### config.mk
export PLATFORM = sky130hd
export DESIGN_NAME = apb_wr_requester
export DESIGN_NICKNAME = d
export VERILOG_FILES = /design/src/rtl/apb_wr_pkg.sv /design/src/rtl/apb_slot_resp.sv /design/src/rtl/apb_wait_timer.sv /design/src/rtl/apb_wr_fsm.sv /design/src/rtl/apb_wr_requester.sv
export SDC_FILE = /design/constraint.sdc
export NUM_CORES = 1
export LEC_CHECK = 0
export ABC_AREA = 0
export BUFFER_PORTS_ARGS = -buffer_cell sky130_fd_sc_hd__buf_2
export CORE_UTILIZATION = 47
export CTS_BUF_LIST = sky130_fd_sc_hd__clkbuf_4
export CTS_CLUSTER_SIZE = 8
export DETAILED_ROUTE_END_ITERATION = 16
export PLACE_DENSITY = 0.9
export SKIP_LAST_GASP = 1
export SLEW_MARGIN = 20
export SYNTH_ARGS = -nofsm -noshare
export SYNTH_HDL_FRONTEND = slang
export SYNTH_HIERARCHICAL = 1
export SYNTH_SLANG_ARGS = --single-unit
export TNS_END_PERCENT = 10
### constraint.sdc
create_clock -name clk -period 3.2 [get_ports clk]
set_input_delay 0.32 -clock clk [delete_from_list [all_inputs] [get_ports clk]]
set_output_delay 0.32 -clock clk [all_outputs]
set_load 0.05 [all_outputs]
### src/rtl/apb_wr_pkg.sv
package apb_wr_pkg;

    localparam int PROT_W = 3;

    typedef enum logic [1:0] {
        ST_IDLE   = 2'd0,
        ST_SETUP  = 2'd1,
        ST_ACCESS = 2'd2,
        ST_GAP    = 2'd3
    } wr_state_e;

    typedef struct packed {
        logic valid;
        logic err;
        logic tmo;
    } wr_status_t;

    function automatic logic is_bus_active(input wr_state_e s);
        return (s == ST_SETUP) || (s == ST_ACCESS);
    endfunction

endpackage

### src/rtl/apb_slot_resp.sv
module apb_slot_resp #(
    parameter int          NSLOT       = 4,
    parameter int          SLOT_W      = 2,
    parameter logic [NSLOT-1:0] LEGACY_MASK = '0
) (
    input  logic [SLOT_W-1:0] slot,
    input  logic [NSLOT-1:0]  pready,
    input  logic [NSLOT-1:0]  pslverr,
    output logic              eff_ready,
    output logic              eff_err
);
    logic [NSLOT-1:0] rdy_v;
    logic [NSLOT-1:0] err_v;

    generate
        for (genvar i = 0; i < NSLOT; i++) begin : g_slot
            if (LEGACY_MASK[i]) begin : g_old
                logic unused_legacy_in;
                assign unused_legacy_in = pready[i] ^ pslverr[i];
                assign rdy_v[i] = 1'b1;
                assign err_v[i] = 1'b0;
            end else begin : g_new
                assign rdy_v[i] = pready[i];
                assign err_v[i] = pslverr[i];
            end
        end
    endgenerate

    assign eff_ready = rdy_v[slot];
    assign eff_err   = err_v[slot];
endmodule

### src/rtl/apb_wait_timer.sv
module apb_wait_timer #(
    parameter int WAIT_LIMIT = 16
) (
    input  logic clk,
    input  logic rst,
    input  logic clear,
    input  logic tick,
    output logic expired
);
    localparam int CNT_W = $clog2(WAIT_LIMIT + 1);

    logic [CNT_W-1:0] cnt;

    assign expired = tick && (cnt == CNT_W'(WAIT_LIMIT - 1));

    always_ff @(posedge clk) begin
        if (rst || clear) begin
            cnt <= '0;
        end else if (tick && !expired) begin
            cnt <= cnt + 1'b1;
        end
    end
endmodule

### src/rtl/apb_wr_fsm.sv
module apb_wr_fsm
    import apb_wr_pkg::*;
(
    input  logic      clk,
    input  logic      rst,
    input  logic      cmd_valid,
    input  logic      same_slot,
    input  logic      eff_ready,
    input  logic      expired,
    output wr_state_e state,
    output logic      cmd_ready,
    output logic      take,
    output logic      complete
);
    wr_state_e nxt;

    assign complete  = (state == ST_ACCESS) && (eff_ready || expired);
    assign cmd_ready = (state == ST_IDLE) || complete;
    assign take      = cmd_valid && cmd_ready;

    always_comb begin
        nxt = state;
        unique case (state)
            ST_IDLE:   if (take) nxt = ST_SETUP;
            ST_SETUP:  nxt = ST_ACCESS;
            ST_ACCESS: begin
                if (complete) begin
                    if (!take)          nxt = ST_IDLE;
                    else if (same_slot) nxt = ST_SETUP;
                    else                nxt = ST_GAP;
                end
            end
            ST_GAP:    nxt = ST_SETUP;
            default:   nxt = ST_IDLE;
        endcase
    end

    always_ff @(posedge clk) begin
        if (rst) state <= ST_IDLE;
        else     state <= nxt;
    end
endmodule

### src/rtl/apb_wr_requester.sv
module apb_wr_requester
    import apb_wr_pkg::*;
#(
    parameter int               ADDR_W      = 16,
    parameter int               DATA_W      = 32,
    parameter int               NSLOT       = 4,
    parameter int               SLOT_LSB    = 12,
    parameter int               WAIT_LIMIT  = 16,
    parameter logic [NSLOT-1:0] LEGACY_MASK = 4'b1000
) (
    input  logic                clk,
    input  logic                rst,
    input  logic                cmd_valid,
    output logic                cmd_ready,
    input  logic [ADDR_W-1:0]   cmd_addr,
    input  logic [DATA_W-1:0]   cmd_data,
    input  logic [DATA_W/8-1:0] cmd_strb,
    input  logic [2:0]          cmd_prot,
    output logic [NSLOT-1:0]    psel,
    output logic                penable,
    output logic [ADDR_W-1:0]   paddr,
    output logic                pwrite,
    output logic [DATA_W-1:0]   pwdata,
    output logic [DATA_W/8-1:0] pstrb,
    output logic [2:0]          pprot,
    input  logic [NSLOT-1:0]    pready,
    input  logic [NSLOT-1:0]    pslverr,
    output logic                done_valid,
    output logic                done_err,
    output logic                done_timeout
);
    localparam int SLOT_W = (NSLOT > 1) ? $clog2(NSLOT) : 1;
    localparam int STRB_W = DATA_W / 8;

    typedef struct packed {
        logic [ADDR_W-1:0] addr;
        logic [DATA_W-1:0] data;
        logic [STRB_W-1:0] strb;
        logic [PROT_W-1:0] prot;
        logic [SLOT_W-1:0] slot;
    } wr_cmd_t;

    wr_cmd_t    cur;
    wr_cmd_t    incoming;
    wr_state_e  state;
    wr_status_t status;
    logic       take, complete, same_slot, eff_ready, eff_err, expired, active;

    assign incoming.addr = cmd_addr;
    assign incoming.data = cmd_data;
    assign incoming.strb = cmd_strb;
    assign incoming.prot = cmd_prot;
    assign incoming.slot = cmd_addr[SLOT_LSB +: SLOT_W];
    assign same_slot     = (incoming.slot == cur.slot);

    apb_wr_fsm u_fsm (
        .clk       (clk),
        .rst       (rst),
        .cmd_valid (cmd_valid),
        .same_slot (same_slot),
        .eff_ready (eff_ready),
        .expired   (expired),
        .state     (state),
        .cmd_ready (cmd_ready),
        .take      (take),
        .complete  (complete)
    );

    apb_slot_resp #(
        .NSLOT       (NSLOT),
        .SLOT_W      (SLOT_W),
        .LEGACY_MASK (LEGACY_MASK)
    ) u_resp (
        .slot      (cur.slot),
        .pready    (pready),
        .pslverr   (pslverr),
        .eff_ready (eff_ready),
        .eff_err   (eff_err)
    );

    apb_wait_timer #(
        .WAIT_LIMIT (WAIT_LIMIT)
    ) u_timer (
        .clk     (clk),
        .rst     (rst),
        .clear   (state != ST_ACCESS),
        .tick    ((state == ST_ACCESS) && !eff_ready),
        .expired (expired)
    );

    always_ff @(posedge clk) begin
        if (rst) begin
            cur <= '0;
        end else if (take) begin
            cur <= incoming;
        end
    end

    always_ff @(posedge clk) begin
        if (rst) begin
            status <= '0;
        end else begin
            status.valid <= complete;
            status.err   <= complete && (eff_err || expired);
            status.tmo   <= complete && expired;
        end
    end

    assign active = is_bus_active(state);

    generate
        for (genvar k = 0; k < NSLOT; k++) begin : g_sel
            assign psel[k] = active && (cur.slot == SLOT_W'(k));
        end
    endgenerate

    assign penable      = (state == ST_ACCESS);
    assign pwrite       = active;
    assign paddr        = cur.addr;
    assign pwdata       = cur.data;
    assign pstrb        = cur.strb;
    assign pprot        = cur.prot;
    assign done_valid   = status.valid;
    assign done_err     = status.err;
    assign done_timeout = status.tmo;
endmodule

==> results.cfg <==
[outcome]
outcome = finished clean

[cts]
cts_setup_buffers = 0
path_clk_slew_ns = 0.11
holdBufCountCts = 0
cts_tree = built
clk-insertion-delay-late_ns = 0.39
cts.sinks = 65
cts.htree.levels = 3
clockBufferDepth = 2
cts_resized = 0
numCtsBuffers = 9
cts_root_buf = clkbuf_4

[sta]
final.setup.tns_ns = 0
finalHoldViolCount = 0
worst_pin_slew_ns = 1.017
slew_headroom = 0.3218
fmax_ghz = 0.3521
finalClockSkew_ns = 0.01050
fin_crit_ns = 2.840
slew_violations = 0
rsz0062_at_grt = false
setup_viol = 0
fin_ws_ns = 0.3596
period_share = 0.8876

[floorplanning]
die_x_um = 77.64
start_util = 0.4883
core_mm2 = 0.005507
die-height_um = 77.64
rows = 27
io_pins = 131
dieArea_mm2 = 0.006027

[synth]
synth_top_family_by_area = multiplexers
muxShareOfSynthArea = 0.2159
ys_seq_area_frac = 0.4839
synth_most_common_cell = dfxtp_1
synth_warnings = 6
synth_nets = 325
synth_edf_count = 0
netlist_instances = 252
ys_top_cells_by_count = dfxtp_1, nor2_1, mux2i_1, ha_1, inv_1
synthTopCellsByArea = dfxtp_1, mux2i_1, nor2_1
synth_area_mm2 = 0.002689
synth_compound_area_frac = 0.03257
synth_top_area_frac = 0.4839
synth-async-reset-ratio = 0
ys_ff_latch = 65
synthXorXnorAreaFrac = 0.01303
synth-simple-area-share = 0.1550
synth_top_area_cell = dfxtp_1
yosys.cell_types.count = 35
dominantRegCellSynth = dfxtp_1
synthAdderAreaFrac = 0.03257
syn_area_per_cell_um2 = 10.67

[worst_setup_path]
cp_data_arrival_time_ns = 3.07
crit_required_ns = 3.43
max_stage_delay_ns = 0.53
critPathBufInv = 0
critical_path.top_delay_family = simple AND/OR/NAND/NOR gates
cp-end-kind = register
critPathMaxFanout = 55
crit_start = paddr[12]$_SDFFE_PP0P_
crit_top_cell = mux2i_1
worstSetupPathType = register to register
start_kind = register
worstReg2RegStart = paddr[12]$_SDFFE_PP0P_
path_cells = mux2i_1 -> nor2b_1 -> and2_2 -> o21a_1 -> or2_2 -> and2_4 -> mux2i_1 -> nor2_1
slowest_stage = dfxtp_1

[global_route]
grt_max_degree = 61
grt_pass1_wl_mm = 8.728
grt_pass1_vias = 2043
antenna_found_initial = 0
overflow = 0
track_usage = 0.1854

[drt]
drt-total-wl_mm = 5.319
firstDrtPassIters = 5
drc = 0
viasPerCell = 4.769
final_antenna_net_count = 0
first_iter_violations = 80
vias = 2184
wl_per_cell_um = 11.61

[hold_path]
min-delay-path-class = input port to register
worstHoldStart = cmd_data[11]

[placement]
place_area_mm2 = 0.003283
hpwl_mm = 3.936
port-buffer-count = 128
gp_congestion = 0.7444
dp_slack_ns = 0.3606

[finish]
area_growth_pct = 27.08
fin_nets = 454
antenna_cells = 0
utilization = 0.6205
final_area_mm2 = 0.003417
drive_gt1_frac = 0.4016

[run]
cap_violations = 0

[power_and_ir_drop]
ir_drop_v = 0.0004087
powerDensity_mw_per_mm2 = 583.8
p_total_uw = 1995
leakagePower_uw = 0.001730
[layer usage]
layer  track usage  routed length [um]  part of all wire
met5             0                   0                 0
met4       0.07925                  55             0.010
met3       0.06471                 412             0.077
met2        0.3363                2573              0.48
met1        0.1918                2278              0.43
[path summary, 6_finish.rpt]
check | slack [ns] | to | cells past startpoint
worst min-delay path | 0.15 | pwdata[11]$_SDFFE_PP0P_ | 3
worst max-delay path | 0.36 | pstrb[3]$_SDFFE_PP0P_ | 8
worst max register to register | 0.36 | pstrb[3]$_SDFFE_PP0P_ | 8
worst min register to register | 0.49 | u_timer/cnt[3]$_SDFFE_PP0P_ | 2
[layout make-up]
cell class,instances,area (um2)
fill,445,2090
sequential,65,1301
multi-input combinational,168,1210
timing repair buffer,130,655.6
tap,72,90.09
clock buffer,10,75.07
clock inverter,6,58.81
inverter,7,26.28
[power by group]
group	switching, uW	leakage, uW	total, uW	internal [uW]
Combinational	392	0.00113	571	180
Clock	280	0.0000698	522	242
Sequential	32.0	0.000533	902	870
Total	704	0.00173	2000	1290
[stage by stage]
stage / std cells / hold WS, ns
5_1_grt: 458 / 0.1184
6_report: 458 / 0.1542
3_3_place_gp: 442 / 0.4641
3_5_place_dp: 442 / 0.4756
2_1_floorplan: 252 / 0.3891
4_1_cts: 458 / 0.1325
[kinds of logic (layout without fill, tap and decap cells)]
| logic type | after synthesis | count (layout) |
|---|---|---|
| AO/OA/AOI/OAI | 12 | 12 |
| multiplexers | 58 | 58 |
| buffers and inverters | 19 | 153 |
| flip-flops | 65 | 65 |
| AND/OR/NAND/NOR | 87 | 87 |
| adder cells (fa/ha/maj) | 7 | 7 |
| XOR/XNOR | 4 | 4 |
[placed cells by master (no fill, tap or decap), types with 2 or more instances in the layout]
master / netlist / routed
a21oi_1: 3 / 3
and3_1: 2 / 2
buf_2: 0 / 128
buf_4: 0 / 2
clkbuf_4: 0 / 10
clkinv_2: 0 / 2
clkinvlp_4: 0 / 2
dfxtp_1: 65 / 65
ha_1: 7 / 7
inv_1: 7 / 7
mux2i_1: 58 / 58
nand2_1: 3 / 3
nand3b_1: 2 / 2
nor2_1: 61 / 61
nor2b_1: 3 / 3
nor3_1: 2 / 2
nor3b_1: 2 / 2
o21a_1: 2 / 2
o21ai_0: 2 / 2
or2_2: 2 / 2
xor2_1: 3 / 3
[worst min-delay path: cells and delay by family]
family / cells / cell delay (ns)
buffers and inverters: 1 / 0.07
multiplexers: 1 / 0.05
AND/OR/NAND/NOR: 1 / 0.07
[state kept, by name, summed over array words and instances, names as in the netlist]
register,count
u_timer/cnt,5
done_err,1
u_fsm/state,2
pprot,3
done_valid,1
done_timeout,1
paddr,16
pwdata,32
pstrb,4
Note: power is estimated with default switching activity, not from simulation.
